**config.mk**
```make
export PLATFORM = sky130hd
export DESIGN_NAME = resp_resolver
export DESIGN_NICKNAME = d
export VERILOG_FILES = /design/src/rtl/rr_pkg.sv /design/src/rtl/rr_flagstore.sv /design/src/rtl/rr_popcount.sv /design/src/rtl/rr_twolevel_pick.sv /design/src/rtl/resp_resolver.sv
export SDC_FILE = /design/constraint.sdc
export NUM_CORES = 1
export LEC_CHECK = 0
export ABC_AREA = 1
export BUFFER_PORTS_ARGS = -buffer_cell sky130_fd_sc_hd__buf_2
export CAP_MARGIN = 30
export CORE_MARGIN = 2
export CORE_UTILIZATION = 50
export CTS_CLUSTER_DIAMETER = 80
export DETAILED_ROUTE_END_ITERATION = 16
export PLACE_DENSITY = 0.69
export SYNTH_ARGS = -nofsm -noshare
export SYNTH_HDL_FRONTEND = slang
export SYNTH_HIERARCHICAL = 1
export SYNTH_SLANG_ARGS = --single-unit
```
**constraint.sdc**
```tcl
create_clock -name clk -period 7.8 [get_ports clk]
set_clock_uncertainty 0.05 [all_clocks]
set_input_delay 1.56 -clock clk [delete_from_list [all_inputs] [get_ports clk]]
set_output_delay 1.56 -clock clk [all_outputs]
set_load 0.1 [all_outputs]
```
**src/rtl/rr_pkg.sv**
```systemverilog
package rr_pkg;

   typedef enum logic [1:0] {
      RS_NONE = 2'd0,
      RS_ONE  = 2'd1,
      RS_MANY = 2'd2
   } rr_status_e;

   // integer square root, used to size the row/column array
   function automatic int isqrt(input int n);
      int r;
      r = 0;
      while ((r + 1) * (r + 1) <= n) r++;
      return r;
   endfunction

endpackage

```
**src/rtl/rr_flagstore.sv**
```systemverilog
module rr_flagstore #(
   parameter int N  = 64,
   parameter int IW = $clog2(N)
) (
   input  logic          clk,
   input  logic          rst_n,
   input  logic          load,
   input  logic [N-1:0]  vec,
   input  logic          clr_en,
   input  logic [IW-1:0] clr_idx,
   output logic [N-1:0]  flags
);

   always_ff @(posedge clk) begin
      if (!rst_n)      flags <= '0;
      else if (load)   flags <= vec;
      else if (clr_en) flags[clr_idx] <= 1'b0;
   end

   // load replaces the entire set, clear or not
   assert_load_R4: assert property (@(posedge clk) disable iff (!rst_n)
      load |=> flags == $past(vec));

   // a clear removes exactly the addressed flag
   assert_clear_R5: assert property (@(posedge clk) disable iff (!rst_n)
      (clr_en && !load) |=> !flags[$past(clr_idx)]);

endmodule

```
**src/rtl/rr_popcount.sv**
```systemverilog
module rr_popcount #(
   parameter int R  = 8,
   parameter int C  = 8,
   parameter int CW = $clog2(R*C+1)
) (
   input  logic          clk,
   input  logic          rst_n,
   input  logic [R*C-1:0] flags,
   output logic [CW-1:0] count
);
   localparam int RCW = $clog2(C + 1);

   logic [RCW-1:0] row_sum [R];

   for (genvar r = 0; r < R; r++) begin : g_row
      always_comb begin
         row_sum[r] = '0;
         for (int c = 0; c < C; c++)
            row_sum[r] = row_sum[r] + RCW'(flags[r*C + c]);
      end
   end

   always_comb begin
      count = '0;
      for (int r = 0; r < R; r++)
         count = count + CW'(row_sum[r]);
   end

   assert_count_R2: assert property (@(posedge clk) disable iff (!rst_n)
      int'(count) == $countones(flags));

endmodule

```
**src/rtl/rr_twolevel_pick.sv**
```systemverilog
module rr_twolevel_pick #(
   parameter int R  = 8,
   parameter int C  = 8,
   parameter int IW = $clog2(R*C)
) (
   input  logic           clk,
   input  logic           rst_n,
   input  logic [R*C-1:0] flags,
   output logic           valid,
   output logic [IW-1:0]  index
);
   localparam int N = R * C;

   logic [R-1:0] row_act;
   logic [C-1:0] row_bits;
   int           sel_row;
   int           sel_col;

   // level one: activity per row
   for (genvar r = 0; r < R; r++) begin : g_act
      assign row_act[r] = |flags[r*C +: C];
   end

   // lowest active row
   always_comb begin
      sel_row = 0;
      for (int r = R - 1; r >= 0; r--)
         if (row_act[r]) sel_row = r;
   end

   // level two: scan only the chosen row
   always_comb begin
      row_bits = flags[sel_row*C +: C];
      sel_col  = 0;
      for (int c = C - 1; c >= 0; c--)
         if (row_bits[c]) sel_col = c;
   end

   assign valid = |row_act;
   assign index = IW'(sel_row * C + sel_col);

   logic [N-1:0] below_mask;
   assign below_mask = (N'(1) << index) - N'(1);

   assert_lowest_R3: assert property (@(posedge clk) disable iff (!rst_n)
      valid |-> (flags[index] && ((flags & below_mask) == '0)));

endmodule

```
**src/rtl/resp_resolver.sv**
```systemverilog
module resp_resolver #(
   parameter int N = 64
) (
   input  logic                   clk,
   input  logic                   rst_n,
   input  logic [N-1:0]           resp_vec,
   input  logic                   load,
   input  logic                   next,
   output logic [1:0]             status,
   output logic [$clog2(N+1)-1:0] count,
   output logic [$clog2(N)-1:0]   index,
   output logic                   valid
);
   import rr_pkg::*;

   localparam int R  = isqrt(N);
   localparam int C  = N / R;
   localparam int IW = $clog2(N);
   localparam int CW = $clog2(N + 1);

   if (R * R != N) begin : g_bad_n
      $error("resp_resolver: N must be a perfect square");
   end
   if (N < 4) begin : g_small_n
      $error("resp_resolver: N must be at least 4");
   end

   logic [N-1:0] flags;
   logic         clr_en;
   rr_status_e   stat_e;

   assign clr_en = next & valid;

   rr_flagstore #(.N(N), .IW(IW)) u_store (
      .clk(clk), .rst_n(rst_n), .load(load), .vec(resp_vec),
      .clr_en(clr_en), .clr_idx(index), .flags(flags)
   );

   rr_popcount #(.R(R), .C(C), .CW(CW)) u_count (
      .clk(clk), .rst_n(rst_n), .flags(flags), .count(count)
   );

   rr_twolevel_pick #(.R(R), .C(C), .IW(IW)) u_pick (
      .clk(clk), .rst_n(rst_n), .flags(flags), .valid(valid), .index(index)
   );

   always_comb begin
      if (count == '0)               stat_e = RS_NONE;
      else if (count == CW'(1))      stat_e = RS_ONE;
      else                           stat_e = RS_MANY;
   end
   assign status = stat_e;

   // status agrees with the independently derived selection
   assert_status_R1: assert property (@(posedge clk) disable iff (!rst_n)
      (status == RS_NONE) == !valid);

   assert_empty_R6: assert property (@(posedge clk) disable iff (!rst_n)
      !valid |-> (index == '0));

   assert_drain_R7: assert property (@(posedge clk) disable iff (!rst_n)
      (next && !load && valid) |=> (count == $past(count) - CW'(1)));

   assert_idle_next_R5: assert property (@(posedge clk) disable iff (!rst_n)
      (next && !load && !valid) |=> $stable(count));

endmodule

```
**After elaboration in Yosys (flattened, before gate mapping)**

Cells that the tools add are included.

- ROM bits: 0
- Memory bits (writable): 0
- Memories kept: 0
- Bits of input ports: 68
- Output and inout port bits: 16
- Bits in registers: 64
- Bits in latches: 0
- Word-level logic and storage cells: 106

- $add $sub $neg: 64
- $lt $le $gt $ge: 2
- Divide/modulo/power cells: 0
- Equality and inequality tests: 1
- Bitwise operators: 3
- Reductions and logical operators: 12
- Multipliers: 0
- Multiplexer cells: 22
- Shifts and indexed selects: 1

Operator list:

| cell | number |
|---|---|
| 4-bit by 1-bit adder with 4-bit output | 48 |
| 64-bit two-way mux | 2 |
| 64-bit bitwise AND | 1 |
| 64-bit NOT | 1 |
| 64-bit OR reduction | 1 |
| 8-bit OR reduction | 8 |
| 64-bit by 7-bit variable part select with 8-bit output | 1 |
| 3-bit two-way mux | 16 |
| 7-bit by 4-bit adder with 7-bit output | 6 |
| 1-bit by 1-bit adder with 2-bit output | 8 |
| 7-bit by 1-bit equality test with 1-bit output (second input constant) | 1 |
| 7-bit logical NOT | 1 |
| 6-bit by 7-bit less-than comparator with 1-bit output (second input constant) | 1 |
| 6-bit by 3-bit adder with 6-bit output | 1 |
| 1-bit demux with 6-bit select | 1 |
| 6-bit by 1-bit >= comparator with 1-bit output (second input constant) | 1 |
| 4-bit by 4-bit adder with 5-bit output | 1 |
| 2-bit two-way mux | 2 |
| 2-bit nonzero test | 1 |
| 1-bit bitwise AND | 1 |
| 1-bit logical AND | 1 |
| 1-bit two-way mux | 1 |

**Depth between registers and ports, before layout**

- Depth after elaboration: 27
- Mapped depth: 30
- Mapped depth without buffers: 28

**Modules after synthesis**

Netlist, hierarchy kept.

By module, submodules not included:

| module | instances | cells each | area each (µm²) |
|---|---|---|---|
| rr_flagstore | 1 | 340 | 2621.3 |
| rr_popcount | 1 | 179 | 1707.9 |
| rr_twolevel_pick | 1 | 220 | 1133.6 |
| resp_resolver | 1 | 16 | 60.1 |

**Worst setup path after synthesis**

Ideal clock, no wire load.

- Path kind: register to output
- Start: register u_store.flags[53]
- End: output port status[1]
- Path slack: -1.277 ns
- Path buffers: 0
- Stages on the path, launching flop included: 24
- Data arrival time: 7.467 ns
- Cells stage by stage: dfxtp_1 > fa_1 > inv_1 > fa_1 > inv_1 > fa_1 > inv_1 > fa_1 > inv_1 > fa_1 > inv_1 > fa_1 > fa_1 > fa_1 > inv_1 > ha_1 > fa_1 > nand3_1 > nand2_1 > xor2_1 > nor2_1 > nand2_1 > inv_1 > nand2_1

- Cells in the longest elaborated chain, start to end: 8
- Elaborated cells between the ends (all ways): 9
- Classes of those cells: add/sub: 5; eq/ne: 1; mux: 2; reduce/logical: 1

RTL lines:

| element | line | RTL |
|---|---|---|
| start, declared | rr_flagstore.sv:11 | `output logic [N-1:0] flags` |
| start signal, assigned | rr_flagstore.sv:16 | `else if (load) flags <= vec;` |
| 4-bit by 1-bit adder with 4-bit output (*) (3 in a row) | rr_popcount.sv:19 | `row_sum[r] = row_sum[r] + RCW'(flags[r*C + c]);` |
| 7-bit by 4-bit adder with 7-bit output (*) (2 in a row) | rr_popcount.sv:26 | `count = count + CW'(row_sum[r]);` |
| via count[4] | resp_resolver.sv:10 | `output logic [$clog2(N+1)-1:0] count,` |
| 7-bit by 1-bit equality test with 1-bit output | resp_resolver.sv:49 | `else if (count == CW'(1)) stat_e = RS_ONE;` |
| 2-bit two-way mux | resp_resolver.sv:49 |  |
| 2-bit two-way mux (*) | resp_resolver.sv:48 | `if (count == '0) stat_e = RS_NONE;` |
| end, declared | resp_resolver.sv:9 | `output logic [1:0] status,` |

The timed path passes the listed nets; every way through them passes the cells marked *.

**Worst setup path after layout**

- Start: register u_store.flags[17]
- End: output port status[1]

- Cells in the longest elaborated chain, start to end: 16
- Elaborated cells between the ends (all ways): 17
- Classes of those cells: add/sub: 13; eq/ne: 1; mux: 2; reduce/logical: 1

RTL lines:

| element | line |
|---|---|
| 1-bit by 1-bit adder with 2-bit output (*) | rr_popcount.sv:19 |
| 4-bit by 1-bit adder with 4-bit output (*) (6 in a row) | rr_popcount.sv:19 |
| 7-bit by 4-bit adder with 7-bit output (*) (6 in a row) | rr_popcount.sv:26 |
| 7-bit by 1-bit equality test with 1-bit output | resp_resolver.sv:49 |
| 2-bit two-way mux | resp_resolver.sv:49 |
| 2-bit two-way mux (*) | resp_resolver.sv:48 |

Mark *: on every way between the ends. The rest lies on a longest branch, timed or not.

==> out/results.txt <==
Cell mode on critical path -> fa_1
Initial antenna violation count -> 0
Critical path arrival -> 6.38 ns
Via count -> 5383
Top reg by flops -> u_store/flags
Fin crit period -> 7.99 ns
Combinational family with the most area after synthesis -> adder cells
Hpwl dp -> 13700 um
Post-synthesis compound-gate area fraction -> 19.2%
Largest net degree at the start of global routing -> 129
Reg2reg path depth -> 19
Yosys reg bits -> 64
Setup slack after layout -> -0.191 ns
CP Class -> flip-flop to output pin
Synth Area in XOR/XNOR -> 0.476%
Worst path buffer plus inverter count -> 8
Max Clock Freq -> 0.125 GHz
Remaining antenna violation count -> 0
Routed wire per std cell -> 17.9 um
Min-delay src -> u_store/flags[59]$_SDFFE_PN0P_
Synth Warn # -> 6
Ant. Diodes -> 0
RSZ-0062 raised after global routing -> true
Nets -> 972
GP Congestion -> 1.02
Status -> finished with violations
Post-placement cell area -> 0.00622 mm2
Critical path capture point type -> output pin
Crit Reg-Reg Endpoint -> u_store/flags[30]$_SDFFE_PN0P_
GRT Overall Usage -> 31.7%
Synth Area in Adders -> 23.0%
Max clock buf depth -> 2
CTS Root Cell -> clkbuf_8
CTS H-tree depth -> 3
R2r setup slk -> 3.16 ns
Synth Cell Area -> 0.00552 mm2
Die height -> 109 um
Clock latency on the worst-skew pair -> 0.39 ns
Total grt overflow -> 0
Area grow syn2layout -> 18.5%
Die width -> 109 um
Critical path's largest stage delay -> 0.57 ns
Reg2reg start -> u_store/flags[37]$_SDFFE_PN0P_
Max-cap viol count -> 0
Setup-failing EPs final -> 2
Row Count -> 38
Hold Crit Depth -> 2
Final clock period utilization by the worst path -> 102%
Worst slew margin -> 37.4%
Top delay family on crit path -> adder cells
Worst Hold Path EP -> u_store/flags[59]$_SDFFE_PN0P_
Via/cell ratio -> 5.49
Max reg flops -> 64
Mapped Cells -> 755
Initial detailed-routing violation count -> 484
CP startpoint kind -> flip-flop
Final Hold Fails -> 0
DRC viols -> 0
CTS tree -> done
Core area -> 0.0108 mm2
Measured slew at the worst slew-check pin -> 0.940 ns
Worst-path maximum fanout -> 4
Path type of the worst min-delay path -> flip-flop to flip-flop
Number of I/O port buffers -> 83
DR pass1 iterations -> 5
Total Routed Length -> 17600 um
Post-Synth Simple-Gate Area -> 21.0%
Violated checks -> negative setup slack
Slowest-stage cell, CP -> fa_1
Io pins -> 84
Clock sinks -> 64
Biggest regs -> u_store/flags (64)
Mapped Nets -> 892
Post-route design area -> 0.00655 mm2
Total CTS buffers -> 9
Avg Cell Area, Syn -> 7.31 um2
Die area -> 0.0119 mm2
Initial core utilization -> 51.2%
Slew Limit Fails -> 0
Crit path cell chain -> fa_1 -> inv_1 -> fa_1 -> inv_1 -> fa_2 -> inv_1 -> fa_1 -> fa_1 -> fa_1 -> fa_1 -> fa_1 -> inv_2 -> ha_4 -> fa_2 -> buf_6 -> xor2_4 -> inv_1 -> nand2_1 -> nor2_1 -> buf_4 -> nand2_8 -> buf_12
Fraction of layout instances using a drive strength above 1 -> 22.6%
Synth cell types -> 41
Multiplexer area fraction after synthesis -> 0%
Worst EP required -> 6.19 ns
Register clock-pin slew on the reported worst setup and hold paths -> 0.07 ns
First-pass GRT wire length -> 27600 um
Vias in the first global route -> 5155
Post-synthesis sequential area ratio -> 23.2%
layer usage:
layer  part of all wire (%)  global-route usage, %
met3                     10                   8.55
met5                      0                      0
met1                     41                   43.6
met2                     45                   47.0
met4                    3.5                   12.8
Yosys cell counts:
cell type / count / share of area (%)
inv_1: 134 / 9.1
nand2_1: 111 / 7.5
o21ai_0: 103 / 9.3
a21oi_1: 68 / 6.2
dfxtp_1: 64 / 23
fa_1: 54 / 20
nand3_1: 47 / 4.3
nor2_1: 43 / 2.9
clkbuf_1: 16 / 1.1
ha_1: 15 / 3.4
o21ai_1: 14 / 1.3
nor2_2: 10 / 1.1
nand4_1: 8 / 0.91
buf_2: 5 / 0.45
buf_6: 5 / 1.0
inv_2: 5 / 0.34
o21ai_2: 5 / 0.79
buf_4: 4 / 0.54
nand2_2: 4 / 0.45
nor2_4: 4 / 0.82
nor4_1: 4 / 0.45
a21oi_2: 3 / 0.48
nand3_2: 3 / 0.54
nor3_1: 3 / 0.27
o211ai_1: 3 / 0.41
xor2_1: 3 / 0.48
inv_4: 2 / 0.23
nand2_4: 2 / 0.41
a211oi_1: 1 / 0.14
a221oi_2: 1 / 0.27
and2_1: 1 / 0.11
and2_2: 1 / 0.14
and3_2: 1 / 0.14
buf_8: 1 / 0.27
clkinv_2: 1 / 0.091
nand2_8: 1 / 0.36
nor3_2: 1 / 0.18
nor3b_2: 1 / 0.23
o211ai_2: 1 / 0.23
o221ai_1: 1 / 0.16
or2_1: 1 / 0.11
worst register-to-register path, delay by kind of cell (launching register included):
kind | cells | cell delay, ns
compound gates | 6 | 1.65
buf+inv | 2 | 0.45
flops | 1 | 0.34
simple gates | 11 | 2.02
what timing repair did:
item	in CTS	in global routing
hold buffers	0	0
buffers inserted	4	0
pin swaps	6	3
cloned	0	0
setup endpoints to repair	3	7
gates resized for setup	12	9
per-stage QoR:
stage	setup TNS (ns)	worst slack [ns]	instances	hold WS (ns)	util, %
floorplan	-0.0183	-0.0183	755	0.400	-
global route	-0.839	-0.341	980	0.483	60.7
finish	-0.352	-0.191	980	0.451	60.7
detailed placement	0	0.0752	959	0.437	57.7
CTS	-0.293	-0.142	979	0.449	60.2
global placement	0	0.178	959	0.433	57.7
worst max path at each step:
stage / startpoint / depth (start not counted) / slack (ns) / end
after floorplan: u_store/flags[53]$_SDFFE_PN0P_ / 23 / -0.02 / status[1]
after global placement: u_store/flags[53]$_SDFFE_PN0P_ / 24 / 0.18 / status[1]
after detailed placement: u_store/flags[23]$_SDFFE_PN0P_ / 22 / 0.08 / status[1]
after CTS: u_store/flags[53]$_SDFFE_PN0P_ / 24 / -0.14 / status[1]
after global routing: u_store/flags[17]$_SDFFE_PN0P_ / 24 / -0.34 / status[1]
final: u_store/flags[17]$_SDFFE_PN0P_ / 22 / -0.19 / status[1]
cell usage in the layout (no fill, tap or decap), types with 2 or more instances in the layout:
cell / instances
dfxtp_2: 6
ha_1: 13
clkinv_2: 3
fa_2: 3
nand3_1: 45
clkbuf_8: 11
nand2_8: 2
nand2_1: 105
o21ai_2: 5
nor2_4: 5
nand2_2: 7
inv_2: 8
nor3_1: 3
nor2_2: 11
ha_4: 2
buf_2: 75
buf_4: 16
dfxtp_1: 58
nand3_2: 5
inv_1: 131
o211ai_1: 3
inv_4: 2
nor4_1: 4
nor2_1: 41
xor2_4: 3
nand4_1: 8
a21oi_2: 3
clkinvlp_4: 2
o21ai_1: 14
fa_1: 51
a21oi_1: 67
o21ai_0: 103
buf_12: 6
nand2_4: 4
kinds of logic after synthesis:
kind of cell / Yosys count
and+or+nand+nor: 246
AOI/OAI and AO/OA: 200
xor gates and xnor gates: 3
DFF: 64
buffers and inverters: 173
adders and majority gates: 69
area by class of cell:
type / instances / area [um2]
clock buffer: 11 / 151
clock inverter: 5 / 55.1
fill: 1041 / 4250
inverter: 142 / 539
multi-input combinational: 518 / 3670
sequential: 64 / 1290
tap: 140 / 175
timing repair buffer: 100 / 662
Power is not shown: default switching activity piles up to over one toggle a cycle in this logic, so the estimate is an artifact.
